===== config.mk =====
export PLATFORM = sky130hd
export DESIGN_NAME = pwm_shared_regs
export DESIGN_NICKNAME = d
export VERILOG_FILES = /design/src/rtl/pwmr_pkg.sv /design/src/rtl/pwmr_decode.sv /design/src/rtl/pwmr_w1_bits.sv /design/src/rtl/pwmr_pending.sv /design/src/rtl/pwm_shared_regs.sv
export SDC_FILE = /design/constraint.sdc
export NUM_CORES = 1
export LEC_CHECK = 0
export BUFFER_PORTS_ARGS = -buffer_cell sky130_fd_sc_hd__buf_2
export CORE_MARGIN = 8
export CORE_UTILIZATION = 36
export DETAILED_ROUTE_END_ITERATION = 12
export MAX_ROUTING_LAYER = met4
export PLACE_DENSITY = 0.83
export SLEW_MARGIN = 20
export SYNTH_ARGS = -nofsm -noshare
export SYNTH_HDL_FRONTEND = slang
export SYNTH_SLANG_ARGS = --single-unit
export TNS_END_PERCENT = 5

===== constraint.sdc =====
create_clock -name clk -period 1.8 [get_ports clk]
set_input_delay 0.27 -clock clk [delete_from_list [all_inputs] [get_ports clk]]
set_output_delay 0.27 -clock clk [all_outputs]
set_load 0.05 [all_outputs]

===== src/rtl/pwmr_pkg.sv =====
package pwmr_pkg;

  // Global register selected by a word address below the channel windows.
  typedef enum logic [3:0] {
    GR_NONE,
    GR_RUN_SET,
    GR_RUN_CLR,
    GR_RUN_STAT,
    GR_MSK_SET,
    GR_MSK_CLR,
    GR_MSK_STAT,
    GR_PEND
  } greg_e;

  // Word index (byte offset / 4) to global register.
  function automatic greg_e greg_of(input logic [2:0] word);
    case (word)
      3'd1:    return GR_RUN_SET;
      3'd2:    return GR_RUN_CLR;
      3'd3:    return GR_RUN_STAT;
      3'd4:    return GR_MSK_SET;
      3'd5:    return GR_MSK_CLR;
      3'd6:    return GR_MSK_STAT;
      3'd7:    return GR_PEND;
      default: return GR_NONE;
    endcase
  endfunction

  // Next state of a write-one set / write-one clear register.
  function automatic logic [31:0] w1_update(input logic [31:0] cur,
                                            input logic [31:0] set_bits,
                                            input logic [31:0] clr_bits);
    return (cur | set_bits) & ~clr_bits;
  endfunction

  // Next state of a clear-on-read pending register; new events win.
  function automatic logic [31:0] pend_update(input logic [31:0] cur,
                                              input logic        rd_clr,
                                              input logic [31:0] evt);
    return (rd_clr ? 32'd0 : cur) | evt;
  endfunction

endpackage


===== src/rtl/pwmr_decode.sv =====
module pwmr_decode
  import pwmr_pkg::*;
#(
  parameter int WA_W     = 10,
  parameter int NCH      = 4,
  parameter int MAX_CH   = 32,
  parameter int BASE_W   = 'h80,
  parameter int STRIDE_W = 8,
  parameter int OFF_W    = $clog2(STRIDE_W),
  parameter int IDX_W    = $clog2(MAX_CH)
) (
  input  logic [WA_W-1:0]  waddr,
  output greg_e            greg,
  output logic             ch_hit,
  output logic [IDX_W-1:0] ch_idx,
  output logic [OFF_W-1:0] ch_off
);

  localparam logic [WA_W-1:0] WIN_LO = WA_W'(BASE_W);

  logic [WA_W-1:0] rel;
  logic            in_win;

  always_comb begin
    greg = (waddr[WA_W-1:3] == '0) ? greg_of(waddr[2:0]) : GR_NONE;
  end

  always_comb begin
    rel    = waddr - WIN_LO;
    in_win = (waddr >= WIN_LO) && (rel[WA_W-1:OFF_W+IDX_W] == '0);
    ch_idx = rel[OFF_W +: IDX_W];
    ch_off = rel[OFF_W-1:0];
    ch_hit = in_win && (32'(ch_idx) < NCH);
  end

endmodule


===== src/rtl/pwmr_w1_bits.sv =====
module pwmr_w1_bits
  import pwmr_pkg::*;
#(
  parameter int N = 4
) (
  input  logic         clk,
  input  logic         rst_n,
  input  logic         set_stb,
  input  logic         clr_stb,
  input  logic [N-1:0] bits,
  output logic [N-1:0] q
);

  logic [N-1:0] set_bits;
  logic [N-1:0] clr_bits;
  logic [N-1:0] q_nxt;

  assign set_bits = set_stb ? bits : '0;
  assign clr_bits = clr_stb ? bits : '0;

  always_comb begin
    q_nxt = N'(w1_update(32'(q), 32'(set_bits), 32'(clr_bits)));
  end

  always_ff @(posedge clk or negedge rst_n) begin
    if (!rst_n) q <= '0;
    else        q <= q_nxt;
  end

  AST_SET_TAKES: assert property (@(posedge clk) disable iff (!rst_n)
    set_stb |=> ((q & $past(bits)) == $past(bits)));
  AST_CLR_TAKES: assert property (@(posedge clk) disable iff (!rst_n)
    clr_stb |=> ((q & $past(bits)) == '0));
  AST_HOLD_IDLE: assert property (@(posedge clk) disable iff (!rst_n)
    (!set_stb && !clr_stb) |=> $stable(q));
  AST_ZERO_BITS_KEEP: assert property (@(posedge clk) disable iff (!rst_n)
    (set_stb || clr_stb) |=> ((q & ~$past(bits)) == ($past(q) & ~$past(bits))));

endmodule


===== src/rtl/pwmr_pending.sv =====
module pwmr_pending
  import pwmr_pkg::*;
#(
  parameter int N = 4
) (
  input  logic         clk,
  input  logic         rst_n,
  input  logic [N-1:0] evt,
  input  logic         rd_clr,
  output logic [N-1:0] pend
);

  logic [N-1:0] pend_nxt;

  always_comb begin
    pend_nxt = N'(pend_update(32'(pend), rd_clr, 32'(evt)));
  end

  always_ff @(posedge clk or negedge rst_n) begin
    if (!rst_n) pend <= '0;
    else        pend <= pend_nxt;
  end

  AST_EVT_LATCHED: assert property (@(posedge clk) disable iff (!rst_n)
    (evt != '0) |=> ((pend & $past(evt)) == $past(evt)));
  AST_READ_EMPTIES: assert property (@(posedge clk) disable iff (!rst_n)
    (rd_clr && evt == '0) |=> (pend == '0));
  AST_NO_SPONTANEOUS: assert property (@(posedge clk) disable iff (!rst_n)
    (!rd_clr && evt == '0) |=> $stable(pend));

endmodule


===== src/rtl/pwm_shared_regs.sv =====
module pwm_shared_regs
  import pwmr_pkg::*;
#(
  parameter int NCH       = 4,
  parameter int MAX_CH    = 32,
  parameter int BYTE_AW   = 12,
  parameter int CH_BASE   = 'h200,
  parameter int CH_STRIDE = 'h20
) (
  input  logic                 clk,
  input  logic                 rst_n,
  input  logic                 bus_valid,
  input  logic                 bus_write,
  input  logic [BYTE_AW-3:0]   bus_waddr,
  input  logic [31:0]          bus_wdata,
  output logic [31:0]          bus_rdata,
  input  logic [NCH-1:0]       period_end,
  output logic [NCH-1:0]       chan_run,
  output logic                 irq,
  output logic [NCH-1:0]       chan_sel,
  output logic                 chan_write,
  output logic [$clog2(CH_STRIDE/4)-1:0] chan_woff,
  output logic [31:0]          chan_wdata,
  input  logic [NCH*32-1:0]    chan_rdata
);

  localparam int WA_W     = BYTE_AW - 2;
  localparam int BASE_W   = CH_BASE / 4;
  localparam int STRIDE_W = CH_STRIDE / 4;
  localparam int OFF_W    = $clog2(STRIDE_W);
  localparam int IDX_W    = $clog2(MAX_CH);

  greg_e            greg;
  logic             ch_hit;
  logic [IDX_W-1:0] ch_idx;
  logic [OFF_W-1:0] ch_off;

  logic             wr_acc;
  logic             rd_acc;
  logic             run_set_stb;
  logic             run_clr_stb;
  logic             msk_set_stb;
  logic             msk_clr_stb;
  logic             pend_read;
  logic [NCH-1:0]   irq_mask;
  logic [NCH-1:0]   irq_pend;
  logic [31:0]      chan_rd_mux;

  pwmr_decode #(
    .WA_W(WA_W), .NCH(NCH), .MAX_CH(MAX_CH),
    .BASE_W(BASE_W), .STRIDE_W(STRIDE_W), .OFF_W(OFF_W), .IDX_W(IDX_W)
  ) u_decode (
    .waddr (bus_waddr),
    .greg  (greg),
    .ch_hit(ch_hit),
    .ch_idx(ch_idx),
    .ch_off(ch_off)
  );

  assign wr_acc      = bus_valid &&  bus_write;
  assign rd_acc      = bus_valid && !bus_write;
  assign run_set_stb = wr_acc && (greg == GR_RUN_SET);
  assign run_clr_stb = wr_acc && (greg == GR_RUN_CLR);
  assign msk_set_stb = wr_acc && (greg == GR_MSK_SET);
  assign msk_clr_stb = wr_acc && (greg == GR_MSK_CLR);
  assign pend_read   = rd_acc && (greg == GR_PEND);

  pwmr_w1_bits #(.N(NCH)) u_run (
    .clk(clk), .rst_n(rst_n),
    .set_stb(run_set_stb), .clr_stb(run_clr_stb),
    .bits(bus_wdata[NCH-1:0]), .q(chan_run)
  );

  pwmr_w1_bits #(.N(NCH)) u_mask (
    .clk(clk), .rst_n(rst_n),
    .set_stb(msk_set_stb), .clr_stb(msk_clr_stb),
    .bits(bus_wdata[NCH-1:0]), .q(irq_mask)
  );

  pwmr_pending #(.N(NCH)) u_pend (
    .clk(clk), .rst_n(rst_n),
    .evt(period_end), .rd_clr(pend_read), .pend(irq_pend)
  );

  assign irq = |(irq_pend & irq_mask);

  // Channel window pass-through.
  for (genvar i = 0; i < NCH; i++) begin : g_sel
    assign chan_sel[i] = bus_valid && ch_hit && (ch_idx == IDX_W'(i));
  end

  assign chan_write = bus_write;
  assign chan_woff  = ch_off;
  assign chan_wdata = bus_wdata;

  always_comb begin
    chan_rd_mux = '0;
    for (int i = 0; i < NCH; i++) begin
      if (chan_sel[i]) chan_rd_mux = chan_rd_mux | chan_rdata[i*32 +: 32];
    end
  end

  always_comb begin
    bus_rdata = '0;
    if (rd_acc) begin
      case (greg)
        GR_RUN_STAT: bus_rdata = 32'(chan_run);
        GR_MSK_STAT: bus_rdata = 32'(irq_mask);
        GR_PEND:     bus_rdata = 32'(irq_pend);
        default:     bus_rdata = chan_rd_mux;
      endcase
    end
  end

  AST_ONE_CHANNEL: assert property (@(posedge clk) disable iff (!rst_n)
    $onehot0(chan_sel));
  AST_STAT_HIGH_ZERO: assert property (@(posedge clk) disable iff (!rst_n)
    (rd_acc && greg == GR_RUN_STAT) |-> ((bus_rdata >> NCH) == '0));
  AST_IRQ_QUIET_NO_MASK: assert property (@(posedge clk) disable iff (!rst_n)
    (irq_mask == '0) |-> !irq);
  AST_SEL_NEEDS_VALID: assert property (@(posedge clk) disable iff (!rst_n)
    !bus_valid |-> (chan_sel == '0));

endmodule


==> results.toml, run 1 <==
[outcome]
status = "complete, but fails checks"
violations = "negative setup slack"

[setup_path]
rr_worst_depth = 2
crit_top_cell = "buf_12"
worstSetupPathDepth = 9
critPathLaunchType = "input port"
crit_path_cell_trace = "buf_8 -> inv_12 -> ha_4 -> nor4b_4 -> o2111a_2 -> buf_12 -> buf_12 -> nor3b_4 -> buf_6"
worstSetupEndpointType = "output port"
required_ps = 1530
crit_path_top_delay_cell = "nor4b_4"
crit_buf_inv = 5
cp_max_fo = 7
max_stage_delay_ps = 310
arrival_ps = 1670
critPathTopFamily = "buffers and inverters"
critPathKind = "input port to output port"

[clock_network]
path_clk_slew_ps = 50
root_buffer = "clkbuf_8"
worst_skew_pair.late_latency_ps = 250
h-tree-depth = 1
cts_sinks = 12
cts_buffers = 3
cts_tree = "built"
cts_buffer_depth = 2

[cells_and_area]
layout_common_cells = "buf_2, buf_6, mux4_2, buf_4, nor3b_4"
final_common_cell = "buf_2"
fin_cells = 476
fillers = 543
multi_input_area_um2 = 1970
drive_gt1_share_pct = 80.0
ff_latch_area_um2 = 300
areaGrowthSynthToFinish_pct = 70.0
nets = 576

[sta]
fin_crit_sh_pct = 108
min_period_ps = 1940
slew_violations = 0
setup_tns_ps = -3770
fin_ws_ps = -142
maxSlewHeadroom_pct = 72.2
rsz0062_at_grt = "yes"
max_freq_mhz = 515
worst_pin_slew_ps = 417
finClkSkew_ps = 0
setup_viol = 32
finalHoldViolations = 0
timing.hold.ws_ps = 210

[worst_hold_path]
hp-class = "input port to flip-flop"
min_path_cells = 2

[synth]
synth-adder-area-share_pct = 1.03
synth_compound_area_share_pct = 9.96
synthesis.area_um2 = 2440
seq_area_frac_synth_pct = 12.3
synth.mux.area_fraction_pct = 33.0
yosys.area_share.simple_pct = 25.1
ys.warnings.count = 0
synthXorXnorAreaFrac_pct = 0.667
synth_fp_nets = 390
synth_cell_types = 39
ys_ff_latch = 12
synth_area_per_cell_um2 = 11.6
synth_top_family_by_area = "multiplexers"
syn_inst = 210

[die]
start_util_pct = 36.5
io_pins = 255
die_width_um = 98.3
rows = 30
die_y_um = 98.3
die-area_um2 = 9660
core_um2 = 6680

[drt]
drt_wl_total_um = 11300
wire_per_inst_um = 23.7
drc_errors = 0
vias = 2669
drtIter0Drc = 81
ant_nets = 0
dr.pass1.iters = 4
avgViaCountPerCell = 5.61

[power]
total_power_w = 0.00120
vdd.ir_drop.worst_uv = 196
p_leak_nw = 1.82
power_density_nw_per_um2 = 290

[placement]
placed_cells = 467
numPortBuffers = 198
hpwl_um = 9650
gp_congestion = 0.872

[global_route]
grt_pass1_wl_um = 17300
overflow = 0
grtUsageTotal_pct = 23.0
grt_pass1_vias = 3098
grt_max_degree = 22
grt_antenna_before_repair = 1

[flow_run]
cap_violations = 0
cell families (layout without fill, tap and decap cells):
family,Yosys count,in the layout
AND/OR/NAND/NOR,67,67
flip-flops,12,12
AO/OA/AOI/OAI,24,24
adder cells (fa/ha/maj),2,2
other,0,1
multiplexers,40,40
buffers and inverters,64,249
XOR/XNOR,1,1
synth_stat cells (all sizes together):
cell type,n,share of area [%]
nand2,1,0.15
nor3,4,0.82
nor4b,1,0.98
dfrtp,12,12
and4,5,1.8
nor4bb,1,0.41
a41oi,4,1.4
buf,51,16
mux4,32,30
nor3b,31,14
mux2i,8,3.3
o2111ai,1,1.1
nand3b,1,0.31
and4b,2,0.82
ha,2,1.0
a21o,4,1.2
nand3,1,0.21
and3,1,0.26
and4bb,1,0.51
inv,9,1.4
nand2b,2,0.51
xnor2,1,0.67
nor2b,1,0.26
clkbuf,4,0.77
o2bb2ai,4,1.4
nand4,10,3.2
o2111a,1,0.46
a22oi,2,0.62
a211oi,4,1.2
nor2,5,0.77
a221oi,4,2.5
final timing paths:
check                      slack, ps      startpoint              to
hold / removal                   210   period_end[0]  u_pend.pend[0]
setup reg to reg                1000      u_run.q[2]      u_run.q[2]
setup / recovery                -140    bus_waddr[8]   bus_rdata[19]
hold reg to reg                  520  u_pend.pend[2]  u_pend.pend[2]
max in group asynchronous       1160           rst_n      u_run.q[3]
min in group asynchronous        430           rst_n  u_pend.pend[2]
what timing repair did:
action | CTS | global route
buffers inserted | 1 | 0
hold buffers | 1 | 0
setup endpoints to repair | 36 | 36
pin swaps | 6 | 5
gates resized for setup | 82 | 2
cloned | 2 | 0
hold endpoints to repair | 12 | 0
metrics by stage:
stage	setup WS, ps	instance area, um2	util, %
floorplan	-137	2730	-
global placement	-254	3730	55.9
detailed placement	-273	3730	55.9
CTS	-142	4130	61.8
global route	-213	4140	62.0
finish	-142	4140	62.0
layer usage:
layer	share of wire [%]	wire, um	track usage [%]	up-vias
met4	1.9	217	4.60	0
met1	34	3810	23.1	1310
li1	-	-	-	1184
met5	0	0	-	-
met3	7.7	865	6.12	19
met2	57	6410	43.3	156
registers in the layout (all words and copies together), names as in the netlist:
| signal | count |
|---|---|
| u_mask.q | 4 |
| u_pend.pend | 4 |
| u_run.q | 4 |
layout make-up:
type / count / area share (%)
tap: 80 / 2.42
inverter: 9 / 1.30
clock buffer: 4 / 1.33
timing repair buffer: 236 / 40.1
sequential: 12 / 7.25
antenna: 1 / 0.0604
multi-input combinational: 134 / 47.5
power by group:
group          switching [W]  internal [W]
Sequential       0.000000729      0.000271
Clock               0.000107      0.000194
Combinational       0.000260      0.000370
Total               0.000367      0.000834
No activity file was read; power rests on OpenSTA's default activity.
==> run 2, diff against run 1 <==
--- a/config.mk
+++ b/config.mk
@@ -6,11 +6,12 @@
 export NUM_CORES = 1
 export LEC_CHECK = 0
 export BUFFER_PORTS_ARGS = -buffer_cell sky130_fd_sc_hd__buf_2
-export CORE_MARGIN = 8
-export CORE_UTILIZATION = 36
+export CORE_AREA = 8 8 93 95
+export CTS_BUF_LIST = sky130_fd_sc_hd__clkbuf_4 sky130_fd_sc_hd__clkbuf_8
 export DETAILED_ROUTE_END_ITERATION = 12
+export DIE_AREA = 0 0 101 103
 export MAX_ROUTING_LAYER = met4
-export PLACE_DENSITY = 0.83
+export PLACE_DENSITY = 0.8
 export SLEW_MARGIN = 20
 export SYNTH_ARGS = -nofsm -noshare
 export SYNTH_HDL_FRONTEND = slang
==> run 2 against run 1 <==
Compared with the run above:
- the run still ends with negative setup slack left
- clock-buffer cell count is the same
- combinational power decreased by 4.1%
- first-iteration DRC count increased by 22%
- utilization shrank 4.6 points
- worst hold slack worse by 3.9 ps
- via count is 4.2% lower
- routed wire length down 9.2%
- sequential cell count is the same
- final area is 1.0% lower
- clock power about the same
- total power down 2.5%
- global-route usage shrank 3.9 points
==> results.toml, run 2 (synthesized netlist as in run 1, its figures left out) <==
[outcome]
status = "complete, but fails checks"
violations = "negative setup slack"

[clock_network]
cts_buffer_depth = 2
path_clk_slew_ps = 50
cts_tree = "built"
cts_buffers = 3
root_buffer = "clkbuf_8"
worst_skew_pair.late_latency_ps = 240
h-tree-depth = 1
cts_sinks = 12

[cells_and_area]
nets = 570
top_regs = "u_mask.q x4, u_pend.pend x4, u_run.q x4"
areaGrowthSynthToFinish_pct = 68.2
fin_cells = 488
layout_common_cells = "buf_2, buf_6, mux4_2, buf_4, nor3b_4"
drive_gt1_share_pct = 79.7
final_common_cell = "buf_2"
final_util_pct = 57.5
antenna_cells = 0

[sta]
finalHoldViolations = 0
fin_ws_ps = -134
setup_viol = 32
finClkSkew_ps = 0
fin_crit_sh_pct = 107
worst_pin_slew_ps = 416
rsz0062_at_grt = "yes"
slew_violations = 0
setup_tns_ps = -3670
maxSlewHeadroom_pct = 72.2
min_period_ps = 1930
max_freq_mhz = 517

[setup_path]
arrival_ps = 1660
worstSetupEndpointType = "output port"
rr_worst_depth = 2
critPathKind = "input port to output port"
crit_path_top_delay_cell = "o2111a_2"
max_stage_delay_ps = 320
crit_top_cell = "buf_12"
ff2ff_setup_slack_ps = 970
critPathTopFamily = "buffers and inverters"
crit_path_cell_trace = "buf_8 -> inv_8 -> ha_4 -> nor4b_4 -> o2111a_2 -> buf_12 -> buf_12 -> nor3b_4 -> buf_6"
critPathLaunchType = "input port"
crit_buf_inv = 5
cp_max_fo = 7
worstSetupPathDepth = 9
required_ps = 1530

[drt]
drt_wl_total_um = 10300
drc_errors = 0
ant_nets = 0
dr.pass1.iters = 4
wire_per_inst_um = 21.0
avgViaCountPerCell = 5.24
drtIter0Drc = 99
vias = 2557

[global_route]
met3_usage_pct = 5.13
grt.busiest_layer = "met2"
grtUsageTotal_pct = 19.1
use_met2_pct = 35.4
grt_pass1_wl_um = 15200
grt_util_met1_pct = 19.6
grt_pass1_vias = 2940
grt_antenna_before_repair = 0
overflow = 0
grt_max_degree = 22

[power]
p_clk_share_pct = 25.3
p_sw_share_pct = 30.3
power_density_nw_per_um2 = 286
power_switching_w = 0.000356
internal_power_w = 0.000817
p_leak_nw = 1.78
vdd.ir_drop.worst_uv = 188
seqPwrFrac_pct = 23.2
comb_power_share_pct = 51.5

[die]
rows = 31
die_width_um = 101
io_pins = 255
die-area_um2 = 10400
start_util_pct = 34.2
die_y_um = 103
core_um2 = 7140

[worst_hold_path]
hp-class = "input port to flip-flop"
min_path_cells = 2

[placement]
placed_cells = 478
gp_congestion = 0.898
hpwl_um = 8740
numPortBuffers = 198

[flow_run]
cap_violations = 0
==> run 2: changes by cell type in the layout (fill, tap and decap cells not counted), sizes merged <==
cell and change:
buf -6, diode -1
==> run 2: worst register-to-register path, cell delays in order, from the launching register on <==
cell and delay (ps):
dfrtp_1 440, a41oi_1 210, a211oi_1 70
==> run 2: path summary, 6_finish.rpt <==
| path | from | to |
|---|---|---|
| min reg2reg | u_pend.pend[3] | u_pend.pend[3] |
| max in group asynchronous | rst_n | u_pend.pend[2] |
| max | bus_waddr[7] | bus_rdata[18] |
| max reg2reg | u_run.q[0] | u_run.q[0] |
| min in group asynchronous | rst_n | u_run.q[0] |
| min | period_end[3] | u_pend.pend[3] |
==> run 2: power by group through the flow <==
stage | sequential (W) | combinational, W | clock [W]
after global placement | 0.000276 | 0.000569 | 0
after detailed placement | 0.000276 | 0.000583 | 0
final | 0.000272 | 0.000604 | 0.000297
after CTS | 0.000271 | 0.000602 | 0.000301
after global routing | 0.000271 | 0.000643 | 0.000312
after floorplan | 0.000276 | 0.000510 | 0
==> run 2: metal layers <==
metal,up-vias,part of all wire [%],wire length [um]
li1,1168,-,-
met1,1207,35,3640
met2,165,55,5660
met3,17,7.9,809
met5,-,0,0
met4,0,1.5,154
==> run 2: timing repair <==
action | CTS | global route
cloned | 2 | 0
buffers inserted | 3 | 0
setup endpoints to repair | 36 | 36
pin swaps | 7 | 9
hold endpoints to repair | 12 | 0
hold buffers | 1 | 0
gates resized for setup | 84 | 1
==> run 2: area by class of cell <==
class                   instances  area (um2)
clock buffers                   4        55.1
inverters                       9        53.8
multi-input cells             134        1960
fillers                       600        3040
flip-flops and latches         12         300
well taps                      99         124
repair buffers                230        1610
==> run 2: per-stage QoR <==
step	hold slack, ps	cell area (um2)	setup slack (ps)	total power (W)
final	206	4100	-134	0.00117
after global routing	205	4100	-201	0.00123
after CTS	201	4100	-118	0.00117
after detailed placement	160	3670	-295	0.000860
after global placement	158	3670	-276	0.000845
after floorplan	-25.6	2730	-137	0.000786
